### src/rtl/ovs_pkg.sv
package ovs_pkg;

    typedef enum logic {
        BURST_IDLE = 1'b0,
        BURST_RUN  = 1'b1
    } burst_state_e;

endpackage

### src/rtl/ovs_sequencer.sv
module ovs_sequencer
    import ovs_pkg::*;
#(
    parameter int MAX_EXTRA = 4,
    parameter int P_W       = 3,
    parameter int CNT_W     = 8
) (
    input  logic           clk,
    input  logic           rst_n,
    input  logic           period_tick,
    input  logic [P_W-1:0] extra_bits,
    input  logic           smp_valid,
    output logic           start,
    output logic           accept,
    output logic           last,
    output logic [P_W-1:0] shift_amt,
    output logic           busy,
    output logic           overrun
);

    typedef struct packed {
        burst_state_e   state;
        logic [CNT_W-1:0] cnt;
        logic [P_W-1:0] p;
        logic           ovr;
    } seq_t;

    seq_t seq_d, seq_q;
    logic [P_W-1:0]   p_sel;
    logic [CNT_W-1:0] cnt_final;

    always_comb begin
        // clamp request to the supported range
        p_sel = (extra_bits > P_W'(MAX_EXTRA)) ? P_W'(MAX_EXTRA) : extra_bits;
        // index of the final sample: 4^p - 1
        cnt_final = {CNT_W{1'b1}} >> (2 * (MAX_EXTRA - int'(seq_q.p)));

        start  = period_tick && (seq_q.state == BURST_IDLE);
        accept = smp_valid && (seq_q.state == BURST_RUN);
        last   = accept && (seq_q.cnt == cnt_final);

        seq_d = seq_q;
        if (period_tick && (seq_q.state == BURST_RUN)) begin
            seq_d.ovr = 1'b1;
        end
        if (start) begin
            seq_d.state = BURST_RUN;
            seq_d.cnt   = '0;
            seq_d.p     = p_sel;
        end else if (last) begin
            seq_d.state = BURST_IDLE;
            seq_d.cnt   = '0;
        end else if (accept) begin
            seq_d.cnt = seq_q.cnt + 1'b1;
        end
    end

    always_ff @(posedge clk) begin
        if (!rst_n) begin
            seq_q <= '{state: BURST_IDLE, cnt: '0, p: '0, ovr: 1'b0};
        end else begin
            seq_q <= seq_d;
        end
    end

    assign shift_amt = seq_q.p;
    assign busy      = (seq_q.state == BURST_RUN);
    assign overrun   = seq_q.ovr;

endmodule

### src/rtl/ovs_accumulator.sv
module ovs_accumulator #(
    parameter int SAMPLE_W = 12,
    parameter int ACC_W    = 20
) (
    input  logic                clk,
    input  logic                rst_n,
    input  logic                clear,
    input  logic                accept,
    input  logic [SAMPLE_W-1:0] sample,
    output logic [ACC_W-1:0]    sum_next
);

    logic [ACC_W-1:0] acc_d, acc_q;

    always_comb begin
        sum_next = acc_q + ACC_W'(sample);
        acc_d    = acc_q;
        if (clear) begin
            acc_d = '0;
        end else if (accept) begin
            acc_d = sum_next;
        end
    end

    always_ff @(posedge clk) begin
        if (!rst_n) begin
            acc_q <= '0;
        end else begin
            acc_q <= acc_d;
        end
    end

endmodule

### src/rtl/ovs_shifter.sv
module ovs_shifter #(
    parameter int ACC_W = 20,
    parameter int OUT_W = 16,
    parameter int P_W   = 3
) (
    input  logic [ACC_W-1:0] sum,
    input  logic [P_W-1:0]   shift_amt,
    output logic [OUT_W-1:0] result
);

    logic [ACC_W-1:0] shifted;

    always_comb begin
        shifted = sum >> shift_amt;
        result  = shifted[OUT_W-1:0];
    end

endmodule

### src/rtl/oversample_decimator.sv
module oversample_decimator #(
    parameter int SAMPLE_W  = 12,
    parameter int MAX_EXTRA = 4,
    parameter int P_W       = $clog2(MAX_EXTRA + 1),
    parameter int OUT_W     = SAMPLE_W + MAX_EXTRA
) (
    input  logic                clk,
    input  logic                rst_n,
    input  logic                period_tick,
    input  logic [P_W-1:0]      extra_bits,
    input  logic                smp_valid,
    input  logic [SAMPLE_W-1:0] smp_data,
    output logic [OUT_W-1:0]    res_data,
    output logic                res_valid,
    output logic                overrun,
    output logic                busy
);

    localparam int ACC_W = SAMPLE_W + 2 * MAX_EXTRA;
    localparam int CNT_W = (2 * MAX_EXTRA > 0) ? 2 * MAX_EXTRA : 1;

    typedef struct packed {
        logic [OUT_W-1:0] data;
        logic             valid;
    } res_t;

    res_t res_d, res_q;

    logic             start, accept, last;
    logic [P_W-1:0]   shift_amt;
    logic [ACC_W-1:0] sum_next;
    logic [OUT_W-1:0] shifted;

    ovs_sequencer #(
        .MAX_EXTRA (MAX_EXTRA),
        .P_W       (P_W),
        .CNT_W     (CNT_W)
    ) u_seq (
        .clk         (clk),
        .rst_n       (rst_n),
        .period_tick (period_tick),
        .extra_bits  (extra_bits),
        .smp_valid   (smp_valid),
        .start       (start),
        .accept      (accept),
        .last        (last),
        .shift_amt   (shift_amt),
        .busy        (busy),
        .overrun     (overrun)
    );

    ovs_accumulator #(
        .SAMPLE_W (SAMPLE_W),
        .ACC_W    (ACC_W)
    ) u_acc (
        .clk      (clk),
        .rst_n    (rst_n),
        .clear    (start),
        .accept   (accept),
        .sample   (smp_data),
        .sum_next (sum_next)
    );

    ovs_shifter #(
        .ACC_W (ACC_W),
        .OUT_W (OUT_W),
        .P_W   (P_W)
    ) u_shf (
        .sum       (sum_next),
        .shift_amt (shift_amt),
        .result    (shifted)
    );

    always_comb begin
        res_d       = res_q;
        res_d.valid = 1'b0;
        if (last) begin
            res_d.data  = shifted;
            res_d.valid = 1'b1;
        end
    end

    always_ff @(posedge clk) begin
        if (!rst_n) begin
            res_q <= '{data: '0, valid: 1'b0};
        end else begin
            res_q <= res_d;
        end
    end

    assign res_data  = res_q.data;
    assign res_valid = res_q.valid;

endmodule

### config.mk
export PLATFORM = sky130hd
export DESIGN_NAME = oversample_decimator
export DESIGN_NICKNAME = d
export VERILOG_FILES = /design/src/rtl/ovs_pkg.sv /design/src/rtl/ovs_sequencer.sv /design/src/rtl/ovs_accumulator.sv /design/src/rtl/ovs_shifter.sv /design/src/rtl/oversample_decimator.sv
export SDC_FILE = /design/constraint.sdc
export NUM_CORES = 1
export LEC_CHECK = 0
export ABC_AREA = 0
export BUFFER_PORTS_ARGS = -buffer_cell sky130_fd_sc_hd__buf_4
export CORE_ASPECT_RATIO = 1.5
export CORE_MARGIN = 5
export CORE_UTILIZATION = 59
export CTS_CLUSTER_DIAMETER = 80
export DETAILED_ROUTE_END_ITERATION = 8
export PLACE_DENSITY = 0.87
export RECOVER_POWER = 25
export SYNTH_ARGS = -nofsm -noshare
export SYNTH_HDL_FRONTEND = slang
export SYNTH_SLANG_ARGS = --single-unit
### constraint.sdc
create_clock -name clk -period 3.2 [get_ports clk]
set_input_delay 0.16 -clock clk [delete_from_list [all_inputs] [get_ports clk]]
set_output_delay 0.16 -clock clk [all_outputs]
set_load 0.02 [all_outputs]
==> metrics <==
NetSw approximately 440 uW; total number of vias 3,473; Fill cells 515; #FFs+latches synth 50; dpl cell area between 0.003 and 0.004 sq mm; antenna violations before repair 0; Mapped Cells 450; WL final just under 9 mm; DRC viols 0; multi-input logic area 0.002354 sq mm; Min-Delay Path Class in -> reg; Req. time, crit path 3.41 ns; Post-CTS Hold Fix Bufs 0; DIE AREA ~0.0076 sq mm; clock skew 0.01447 ns; critical path class reg -> reg; Post-synth EDFFs 0; buffers added on ports 37; combinational share of power 0.232; post-route minimum period 2.950 ns; outcome complete, no violations; worst rel slew slack 0.5187; post-cts resize count 0; # diodes 0; Final period util 0.9219; placed cell count 545; area growth from synthesis to layout 11.07%; row count 34; Initial Util 0.6038; Yosys Warn Count 0; setup violators final 0; P_int 927.2 uW; total clock sinks 50; Setup WS post-layout around 0.25 ns; share of cells above drive strength 1 0.1123; clk_lat worst skew 0.32 ns; commonest non-fill, non-tap cell in the layout nand2_1; Mapped Area 0.003493 sq mm; grt total ovfl 0; number of vias per cell 6.280; Critical Path Fanout Max 10; Die Wd 72.83 microns; first-pass GRT wire length 14.99 mm; Syn Nets 484; level count of the clock H-tree 2; Achievable Freq about 0.34 GHz; Avg Inst Size Synth approximately 7.8 sq um; highest-count cells in the layout ignoring fill and taps nand2_1 (61), nor2_1 (50), dfxtp_1 (50); GPL Wtd Cong 1.041; sw frac 0.3235; Slew Viols, Final 0; First DRT Iteration DRCs 191; die height 104.2 microns; CP Launch Type flip-flop; Max Cap Violations 0; Post-CTS Setup Repair Bufs 0; cell area power density around 350 mW/mm^2; RSZ-0062 raised after global routing no; arrival time worst endpoint 3.16 ns; Reg power frac 0.477; Async S/R FF share, synth 0; fin util 0.6706; Distinct cells, synth 62; CTS tree yes; Setup TNS 0 ns; Final Hold Viols 0; CTS root buffer clkbuf_8; Post-Place Worst Slack around 0.35 ns; clk slew on worst S/H paths ~0.11 ns; Layout Nets around 510; final cell count without fillers around 550; Clock Power Share 0.291; vias in the first global route 3,403; sequential cell area 0.001001 sq mm; design area 0.003880 sq mm; ANT nets after route 0; Core Area 0.005786 sq mm; Max Buffers Root-to-Sink 2; largest net degree at the start of global routing 29; WL per Instance 16.14 microns; leak pwr 0.001521 uW; DP HPWL 6.896 mm; DR pass1 iterations 4; GRT Total Usage 0.2368; total I/O pin count 38; worst-margin pin slew 0.7202 ns; Seq/Total Area, Yosys 0.2865; Max VDD drop roughly 290 uV; top_reg_cell synth dfxtp_1; Num CTS Buffers 5; CP Capture Type flip-flop
[cell usage after synthesis (all sizes together), types with 2 or more instances]
cell | instances | area share
or2 | 2 | 0.0036
nor3 | 10 | 0.014
o22ai | 5 | 0.0090
nor4 | 2 | 0.0036
a211o | 3 | 0.0075
clkbuf | 22 | 0.024
o31ai | 8 | 0.017
a22oi | 4 | 0.0086
mux4 | 4 | 0.026
xor2 | 14 | 0.035
and4 | 4 | 0.010
nand4 | 3 | 0.0054
nor3b | 4 | 0.0086
a221o | 3 | 0.0086
and2 | 7 | 0.013
o221ai | 2 | 0.0050
xnor2 | 18 | 0.045
o211ai | 4 | 0.0086
mux2i | 5 | 0.014
o21a | 7 | 0.015
a21o | 7 | 0.015
ha | 14 | 0.050
a211oi | 18 | 0.039
o311ai | 2 | 0.0050
nand2b | 4 | 0.0072
o21ai | 20 | 0.030
nor2 | 51 | 0.056
nand2 | 61 | 0.066
and3 | 7 | 0.013
a21oi | 31 | 0.045
buf | 4 | 0.0075
a31oi | 3 | 0.0054
or3 | 5 | 0.0090
nand3 | 13 | 0.019
inv | 7 | 0.0075
dfxtp | 50 | 0.29
[per-layer routing]
layer / up-vias / track usage / share of wire
met2: 117 / 0.4225 / 0.52
li1: 1697 / - / -
met5: - / 0 / 0
met4: 0 / 0.09894 / 0.028
met1: 1632 / 0.2744 / 0.38
met3: 27 / 0.02998 / 0.065
[area by class of cell]
| type | instances | area share |
|---|---|---|
| Tap cell | 72 | 0.02322 |
| Inverter | 8 | 0.007739 |
| Sequential cell | 50 | 0.2580 |
| Clock inverter | 3 | 0.007417 |
| Clock buffer | 5 | 0.01774 |
| Multi-Input combinational cell | 366 | 0.6066 |
| Timing Repair Buffer | 49 | 0.07933 |
[power groups by stage]
stage               Sequential, uW  Clock, uW  Combinational [uW]
floorplan                      678          0                 212
global placement               667          0                 314
detailed placement             668          0                 321
finish                         654        399                 318
CTS                            654        406                 322
global route                   657        431                 351
[worst max-delay path: stages (launching register included)]
cell     delay (ns)
dfxtp_1        0.32
ha_1           0.42
a21oi_1        0.10
o21ai_0        0.48
a22oi_1        0.20
o21a_1         0.26
nor3b_1        0.30
xnor2_1        0.26
o32ai_1        0.15
a221o_1        0.36
[metrics by stage]
| step | hold WS (ns) | power (uW) |
|---|---|---|
| after floorplan | 0.2702 | 889.8 |
| after global placement | 0.3737 | 981.5 |
| after detailed placement | 0.3831 | 989.5 |
| after CTS | 0.05221 | 1382 |
| after global routing | 0.05078 | 1438 |
| final | 0.05140 | 1371 |
[worst paths after layout]
| check | from | end | slack, ns | depth (start not counted) |
|---|---|---|---|---|
| hold reg to reg | u_acc.acc_q[10]$_SDFFE_PP0P_ | u_acc.acc_q[10]$_SDFFE_PP0P_ | 0.46 | 2 |
| setup reg to reg | u_acc.acc_q[6]$_SDFFE_PP0P_ | res_data[13]$_SDFFE_PN0P_ | 0.25 | 9 |
| setup / recovery | u_acc.acc_q[6]$_SDFFE_PP0P_ | res_data[13]$_SDFFE_PN0P_ | 0.25 | 9 |
| hold / removal | period_tick | u_seq.busy$_SDFFE_PN0P_ | 0.05 | 2 |
[flip-flops by register name, indices dropped and copies added (netlist names)]
signal / cells
res_valid: 1
u_seq.busy: 1
res_data: 16
u_seq.seq_q: 8
u_seq.shift_amt: 3
u_seq.overrun: 1
u_acc.acc_q: 20
[cells by family after synthesis]
| logic type | Yosys count | share of synthesized area |
|---|---|---|
| adder cells (fa/ha/maj) | 15 | 0.05587 |
| AO/OA/AOI/OAI | 131 | 0.2565 |
| flip-flops | 50 | 0.2865 |
| AND/OR/NAND/NOR | 178 | 0.2378 |
| buffers and inverters | 34 | 0.03976 |
| multiplexers | 10 | 0.04334 |
| XOR/XNOR | 32 | 0.08023 |
Power figures use the tool's default switching activity.
